**src/rtl/memsweep_pkg.sv**
```systemverilog
package memsweep_pkg;
  localparam logic [1:0] MODE_INIT = 2'b01;
  localparam logic [1:0] MODE_TEST = 2'b10;
  localparam int STAT_W   = 32;
  localparam int LANE_LSB = 8;

  typedef enum logic [1:0] {
    ST_IDLE = 2'd0,
    ST_REQ  = 2'd1,
    ST_WAIT = 2'd2,
    ST_PASS = 2'd3
  } sweepState_t;

  typedef struct packed {
    logic loadCfg;
    logic lineClr;
    logic lineInc;
    logic capture;
    logic invert;
    logic zeroData;
    logic rejectMode;
  } sweepCtl_t;
endpackage

```
**src/rtl/memsweep_dp.sv**
```systemverilog
module memsweep_dp
  import memsweep_pkg::*;
#(
  parameter int ADDR_W = 10,
  parameter int DATA_W = 64
) (
  input  logic              clk,
  input  logic              rstN,
  input  sweepCtl_t         ctl,
  input  logic [ADDR_W-1:0] lastLine,
  input  logic              errClear,
  input  logic [DATA_W-1:0] memRdata,
  output logic [ADDR_W-1:0] lineIdx,
  output logic              lineIsLast,
  output logic [DATA_W-1:0] memWdata,
  output logic [STAT_W-1:0] errStatus,
  output logic              anyErr
);
  localparam int LANES  = DATA_W / 8;
  localparam int CHUNKS = DATA_W / 16;

  logic [ADDR_W-1:0] runLast;
  logic [DATA_W-1:0] basePat;
  logic [LANES-1:0]  laneErr;
  logic [STAT_W-1:0] newBits;
  logic [STAT_W-1:0] statNext;

  always_ff @(posedge clk) begin
    if (!rstN) begin
      runLast <= '0;
      lineIdx <= '0;
    end else begin
      if (ctl.loadCfg) runLast <= lastLine;
      if (ctl.lineClr)      lineIdx <= '0;
      else if (ctl.lineInc) lineIdx <= lineIdx + 1'b1;
    end
  end

  assign lineIsLast = (lineIdx == runLast);

  for (genvar k = 0; k < CHUNKS; k++) begin : g_chunk
    if (k % 2 == 0) begin : g_even
      assign basePat[16*k +: 16] = 16'h5AA5;
    end else begin : g_odd
      assign basePat[16*k +: 16] = 16'hA55A;
    end
  end

  assign memWdata = ctl.zeroData ? '0 : (ctl.invert ? ~basePat : basePat);

  for (genvar i = 0; i < LANES; i++) begin : g_lane
    assign laneErr[i] = ctl.capture && (memRdata[8*i +: 8] != memWdata[8*i +: 8]);
  end

  always_comb begin
    newBits = '0;
    newBits[LANE_LSB +: LANES] = laneErr;
    if (ctl.rejectMode) statNext = '1;
    else                statNext = (errClear ? '0 : errStatus) | newBits;
  end

  always_ff @(posedge clk) begin
    if (!rstN) errStatus <= '0;
    else       errStatus <= statNext;
  end

  assign anyErr = |errStatus;

  assert_sticky_R9: assert property (@(posedge clk) disable iff (!rstN)
    !errClear |=> ((errStatus | $past(errStatus)) == errStatus));

  assert_reject_ones_R8: assert property (@(posedge clk) disable iff (!rstN)
    ctl.rejectMode |=> (errStatus == '1));
endmodule

```
**src/rtl/memsweep_ctl.sv**
```systemverilog
module memsweep_ctl
  import memsweep_pkg::*;
(
  input  logic       clk,
  input  logic       rstN,
  input  logic       start,
  input  logic [1:0] mode,
  input  logic       lineIsLast,
  input  logic       anyErr,
  input  logic       memReady,
  input  logic       memRvalid,
  output sweepCtl_t  ctl,
  output logic       busy,
  output logic       memReq,
  output logic       memWe
);
  sweepState_t state, stateNext;
  logic       runTest, runTestNext;
  logic [1:0] passIdx, passNext;
  logic       isWrite;

  assign isWrite = !runTest || !passIdx[0];

  always_comb begin
    stateNext    = state;
    runTestNext  = runTest;
    passNext     = passIdx;
    ctl          = '0;
    ctl.invert   = runTest && passIdx[1];
    ctl.zeroData = !runTest;
    unique case (state)
      ST_IDLE: begin
        if (start) begin
          if (mode == MODE_INIT || mode == MODE_TEST) begin
            ctl.loadCfg = 1'b1;
            ctl.lineClr = 1'b1;
            runTestNext = (mode == MODE_TEST);
            passNext    = 2'd0;
            stateNext   = ST_REQ;
          end else begin
            ctl.rejectMode = 1'b1;
          end
        end
      end
      ST_REQ: begin
        if (memReady) begin
          if (!isWrite)        stateNext = ST_WAIT;
          else if (lineIsLast) stateNext = ST_PASS;
          else                 ctl.lineInc = 1'b1;
        end
      end
      ST_WAIT: begin
        if (memRvalid) begin
          ctl.capture = 1'b1;
          if (lineIsLast) stateNext = ST_PASS;
          else begin
            ctl.lineInc = 1'b1;
            stateNext   = ST_REQ;
          end
        end
      end
      ST_PASS: begin
        if (!runTest || passIdx == 2'd3 || (passIdx[0] && anyErr)) begin
          stateNext = ST_IDLE;
        end else begin
          passNext    = passIdx + 2'd1;
          ctl.lineClr = 1'b1;
          stateNext   = ST_REQ;
        end
      end
      default: stateNext = ST_IDLE;
    endcase
  end

  always_ff @(posedge clk) begin
    if (!rstN) begin
      state   <= ST_IDLE;
      runTest <= 1'b0;
      passIdx <= 2'd0;
    end else begin
      state   <= stateNext;
      runTest <= runTestNext;
      passIdx <= passNext;
    end
  end

  assign busy   = (state != ST_IDLE);
  assign memReq = (state == ST_REQ);
  assign memWe  = isWrite;

  assert_hold_req_R11: assert property (@(posedge clk) disable iff (!rstN)
    memReq && !memReady |=> memReq && $stable(memWe));

  assert_one_read_R11: assert property (@(posedge clk) disable iff (!rstN)
    memReq && memReady && !memWe |=> !memReq);
endmodule

```
**src/rtl/memsweep_top.sv**
```systemverilog
module memsweep_top
  import memsweep_pkg::*;
#(
  parameter int ADDR_W = 10,
  parameter int DATA_W = 64
) (
  input  logic              clk,
  input  logic              rstN,
  input  logic              start,
  input  logic [1:0]        mode,
  input  logic [ADDR_W-1:0] lastLine,
  input  logic              errClear,
  output logic              busy,
  output logic [31:0]       errStatus,
  output logic              memReq,
  output logic              memWe,
  output logic [ADDR_W-1:0] memAddr,
  output logic [DATA_W-1:0] memWdata,
  input  logic              memReady,
  input  logic              memRvalid,
  input  logic [DATA_W-1:0] memRdata
);
  sweepCtl_t ctl;
  logic      lineIsLast;
  logic      anyErr;

  memsweep_ctl u_ctl (
    .clk(clk), .rstN(rstN), .start(start), .mode(mode),
    .lineIsLast(lineIsLast), .anyErr(anyErr),
    .memReady(memReady), .memRvalid(memRvalid),
    .ctl(ctl), .busy(busy), .memReq(memReq), .memWe(memWe)
  );

  memsweep_dp #(.ADDR_W(ADDR_W), .DATA_W(DATA_W)) u_dp (
    .clk(clk), .rstN(rstN), .ctl(ctl), .lastLine(lastLine),
    .errClear(errClear), .memRdata(memRdata),
    .lineIdx(memAddr), .lineIsLast(lineIsLast),
    .memWdata(memWdata), .errStatus(errStatus), .anyErr(anyErr)
  );

  assert_hold_line_R11: assert property (@(posedge clk) disable iff (!rstN)
    memReq && !memReady |=> $stable(memAddr) && $stable(memWdata));

  assert_init_zero_R2: assert property (@(posedge clk) disable iff (!rstN)
    memReq && ctl.zeroData |-> memWe && (memWdata == '0));

  assert_idle_quiet_R7: assert property (@(posedge clk) disable iff (!rstN)
    $fell(busy) |-> !memReq);
endmodule

```
**config.mk**
```make
export PLATFORM = sky130hd
export DESIGN_NAME = memsweep_top
export DESIGN_NICKNAME = d
export VERILOG_FILES = /design/src/rtl/memsweep_pkg.sv /design/src/rtl/memsweep_dp.sv /design/src/rtl/memsweep_ctl.sv /design/src/rtl/memsweep_top.sv
export SDC_FILE = /design/constraint.sdc
export NUM_CORES = 1
export LEC_CHECK = 0
export BUFFER_PORTS_ARGS = -buffer_cell sky130_fd_sc_hd__buf_2
export CAP_MARGIN = 25
export CELL_PAD_IN_SITES_DETAIL_PLACEMENT = 1
export CELL_PAD_IN_SITES_GLOBAL_PLACEMENT = 2
export CORE_ASPECT_RATIO = 1.2
export CORE_UTILIZATION = 22
export DETAILED_ROUTE_END_ITERATION = 7
export GPL_TIMING_DRIVEN = 0
export PLACE_DENSITY = 0.87
export REMOVE_ABC_BUFFERS = 1
export SLEW_MARGIN = 20
export SYNTH_ARGS = -nofsm -noshare
export SYNTH_HDL_FRONTEND = slang
export SYNTH_SLANG_ARGS = --single-unit
export TNS_END_PERCENT = 50
```
**constraint.sdc**
```tcl
create_clock -name clk -period 2.8 [get_ports clk]
set_clock_uncertainty 0.05 [all_clocks]
set_input_delay 0.42 -clock clk [delete_from_list [all_inputs] [get_ports clk]]
set_output_delay 0.42 -clock clk [all_outputs]
set_load 0.05 [all_outputs]
```
==> impl_metrics.json <==
{
  "cts-root-buf": "clkbuf_16",
  "clkLatencyLatePin_ns": 0.28,
  "wl_per_cell_microns": 13.9,
  "p_per_area_nw_per_um2": 660,
  "critPathCapture": "u_dp.lineIdx[9]$_SDFFE_PP0P_",
  "cp-start-kind": "register",
  "layout.cells.most_common": "buf_2",
  "peakVddDrop_mv": 0.336,
  "drtIter0Drc": 84,
  "numClockSinks": 34,
  "dp_hpwl_mm": 7.16,
  "die_area_sq_um": 13000,
  "place_area_sq_um": 3220,
  "min_period_over_period_pct": 84.4,
  "r2r_end": "u_dp.lineIdx[9]$_SDFFE_PP0P_",
  "drv_cap": 0,
  "core-area_sq_um": 12200,
  "gp_congestion": 0.753,
  "area_growth_pct": 23.6,
  "required_ns": 2.96,
  "clk_path_buf_depth": 2,
  "finish.instance_area_sq_um": 3400,
  "fin_cells": 633,
  "final_util_pct": 28.0,
  "hp-class": "in -> reg",
  "cp.arrival_ns": 2.52,
  "drc": 0,
  "dieWidth_microns": 104,
  "outcome": "complete, no violations",
  "place.port_buffers": 190,
  "pin_count": 191,
  "async_flop_share_pct": 0,
  "tightest_slew_ns": 0.718,
  "synth_top_cell_area_share_pct": 24.7,
  "p_leak_uw": 0.00173,
  "grt_pass1_vias": 2887,
  "start_util_pct": 22.6,
  "cp_max_fo": 12,
  "synthCells": 371,
  "tritoncts": "done",
  "end_kind": "register",
  "synth-seq-cells": 34,
  "post_cts.repair.setup_buffers": 0,
  "yosys.area.top_type": "dfxtp_1",
  "vias": 2857,
  "syn_area_sq_um": 2750,
  "layout.cells.most_common_list": "190 x buf_2, 49 x nand2_1, 38 x a21oi_1",
  "ant_nets": 0,
  "rows": 44,
  "worst-setup-path-type": "reg -> reg",
  "crit_start": "u_ctl.state[1]$_SDFFE_PN0P_",
  "synthTopCellsByArea": "dfxtp_1 25%, buf_4 23%, a21oi_1 6.9%",
  "grt_pass1_wl_mm": 14.1,
  "synth-edff-count": 0,
  "r2r_slack_ns": 0.44,
  "fmax_mhz": 423,
  "die_height_microns": 125,
  "rsz0062_at_grt": "no",
  "htree_levels": 2,
  "grt_remaining_overflow": 0,
  "cts.clk_slew.worst_paths_ns": 0.06,
  "dp_cells": 626,
  "synthFlopType": "dfxtp_1",
  "fin_nets": 561,
  "setup_violations": 0,
  "syn_avg_cell_area_sq_um": 7.42,
  "yosysWarnings": 0,
  "maxSlewHeadroom_pct": 51.7,
  "drive_gt1_share_pct": 43.9,
  "synth_cell_types": 36,
  "rr_worst_depth": 7,
  "reg2reg_from": "u_ctl.state[1]$_SDFFE_PN0P_",
  "via_per_inst": 4.51,
  "yosysSeqAreaShare_pct": 24.7,
  "detail_route.first_pass.iterations": 4,
  "grtUsageTotal_pct": 13.4,
  "cts_buffers": 5,
  "routed_wl_mm": 8.79,
  "grt_max_degree": 33,
  "antenna_cells": 0,
  "antenna_found_initial": 0,
  "final.min_clock_period_ns": 2.36,
  "ctsHoldBuffers": 0,
  "p_total_uw": 2250,
  "slew_viol_final": 0,
  "hold_violations": 0
}
## metal layers
layer | up-vias | track usage, % | routed length [microns]
met1 | 1329 | 14.7 | 3700
li1 | 1425 | - | -
met4 | 0 | 5.04 | 197
met2 | 89 | 25.1 | 4490
met5 | - | 0 | 0
met3 | 14 | 2.46 | 387
## worst min path at each step
stage / start / endpoint / slack (ns) / cells after the start
after global placement: u_dp.runLast[9]$_SDFFE_PN0N_ / u_dp.runLast[9]$_SDFFE_PN0N_ / 0.40 / 2
after detailed placement: u_dp.runLast[5]$_SDFFE_PN0N_ / u_dp.runLast[5]$_SDFFE_PN0N_ / 0.41 / 2
after global routing: lastLine[0] / u_dp.runLast[0]$_SDFFE_PN0N_ / 0.34 / 3
after CTS: lastLine[1] / u_dp.runLast[1]$_SDFFE_PN0N_ / 0.33 / 3
after floorplan: u_dp.runLast[7]$_SDFFE_PN0N_ / u_dp.runLast[7]$_SDFFE_PN0N_ / 0.40 / 2
final: lastLine[0] / u_dp.runLast[0]$_SDFFE_PN0N_ / 0.33 / 3
## cells by family (layout without fill, tap and decap cells)
| kind of cell | after synthesis | count (layout) | synth area share, % |
|---|---|---|---|
| DFF | 34 | 34 | 24.7 |
| AOI/OAI and AO/OA | 86 | 86 | 18.2 |
| and+or+nand+nor | 123 | 123 | 23.2 |
| buffers and inverters | 108 | 209 | 26.5 |
| adders and majority gates | 7 | 7 | 3.18 |
| muxes | 2 | 2 | 0.727 |
| xor gates and xnor gates | 11 | 11 | 3.50 |
## critical path, cell delays in order, from the launching register on
cell and delay (ns):
dfxtp_1 0.40, inv_1 0.10, ha_1 0.29, nand3b_1 0.41
o21ai_0 0.15, o21ai_0 0.36, nand2_1 0.32, a21oi_1 0.20
## power by group
part	internal (uW)	switching [uW]	leakage, uW
registers	538	53.9	0.000277
logic	264	748	0.00137
clock network	439	202	0.0000829
total	1240	1000	0.00173
## synthesized netlist by cell type (6+ instances only)
library cell  instances
buf_4                86
nand2_1              50
a21oi_1              38
dfxtp_1              34
o21ai_0              26
nor4_1               19
nand4_1              18
inv_1                11
xor2_1               11
clkbuf_1             10
a21o_1                9
ha_1                  7
nand3_1               6
or3_1                 6
## area by class of cell
| class | instances | area [sq um] |
|---|---|---|
| Multi-Input combinational cell | 229 | 1350 |
| Sequential cell | 34 | 681 |
| Inverter | 12 | 52.6 |
| Tap cell | 161 | 201 |
| Clock buffer | 6 | 139 |
| Timing Repair Buffer | 190 | 951 |
| Clock inverter | 1 | 30.0 |
| Fill cell | 1532 | 8760 |
## registers in the layout, indices dropped and copies added (netlist names)
name,cells
u_ctl.passIdx,2
u_ctl.runTest,1
u_ctl.state,2
u_dp.errStatus,9
u_dp.lineIdx,10
u_dp.runLast,10
## repair_timing
action	in CTS	in global routing
endpoints found under the hold margin	0	0
gates resized for setup	0	4
setup endpoints to repair	0	64
## metrics by stage
step	setup TNS (ns)	setup slack, ns	hold slack (ns)
after floorplan	-703.55	-7.42	0.398
after global placement	0	0.371	0.405
after detailed placement	0	0.317	0.412
after CTS	0	0.0472	0.328
after global routing	0	0.200	0.341
final	0	0.436	0.330
No activity file was read; power rests on OpenSTA's default activity.
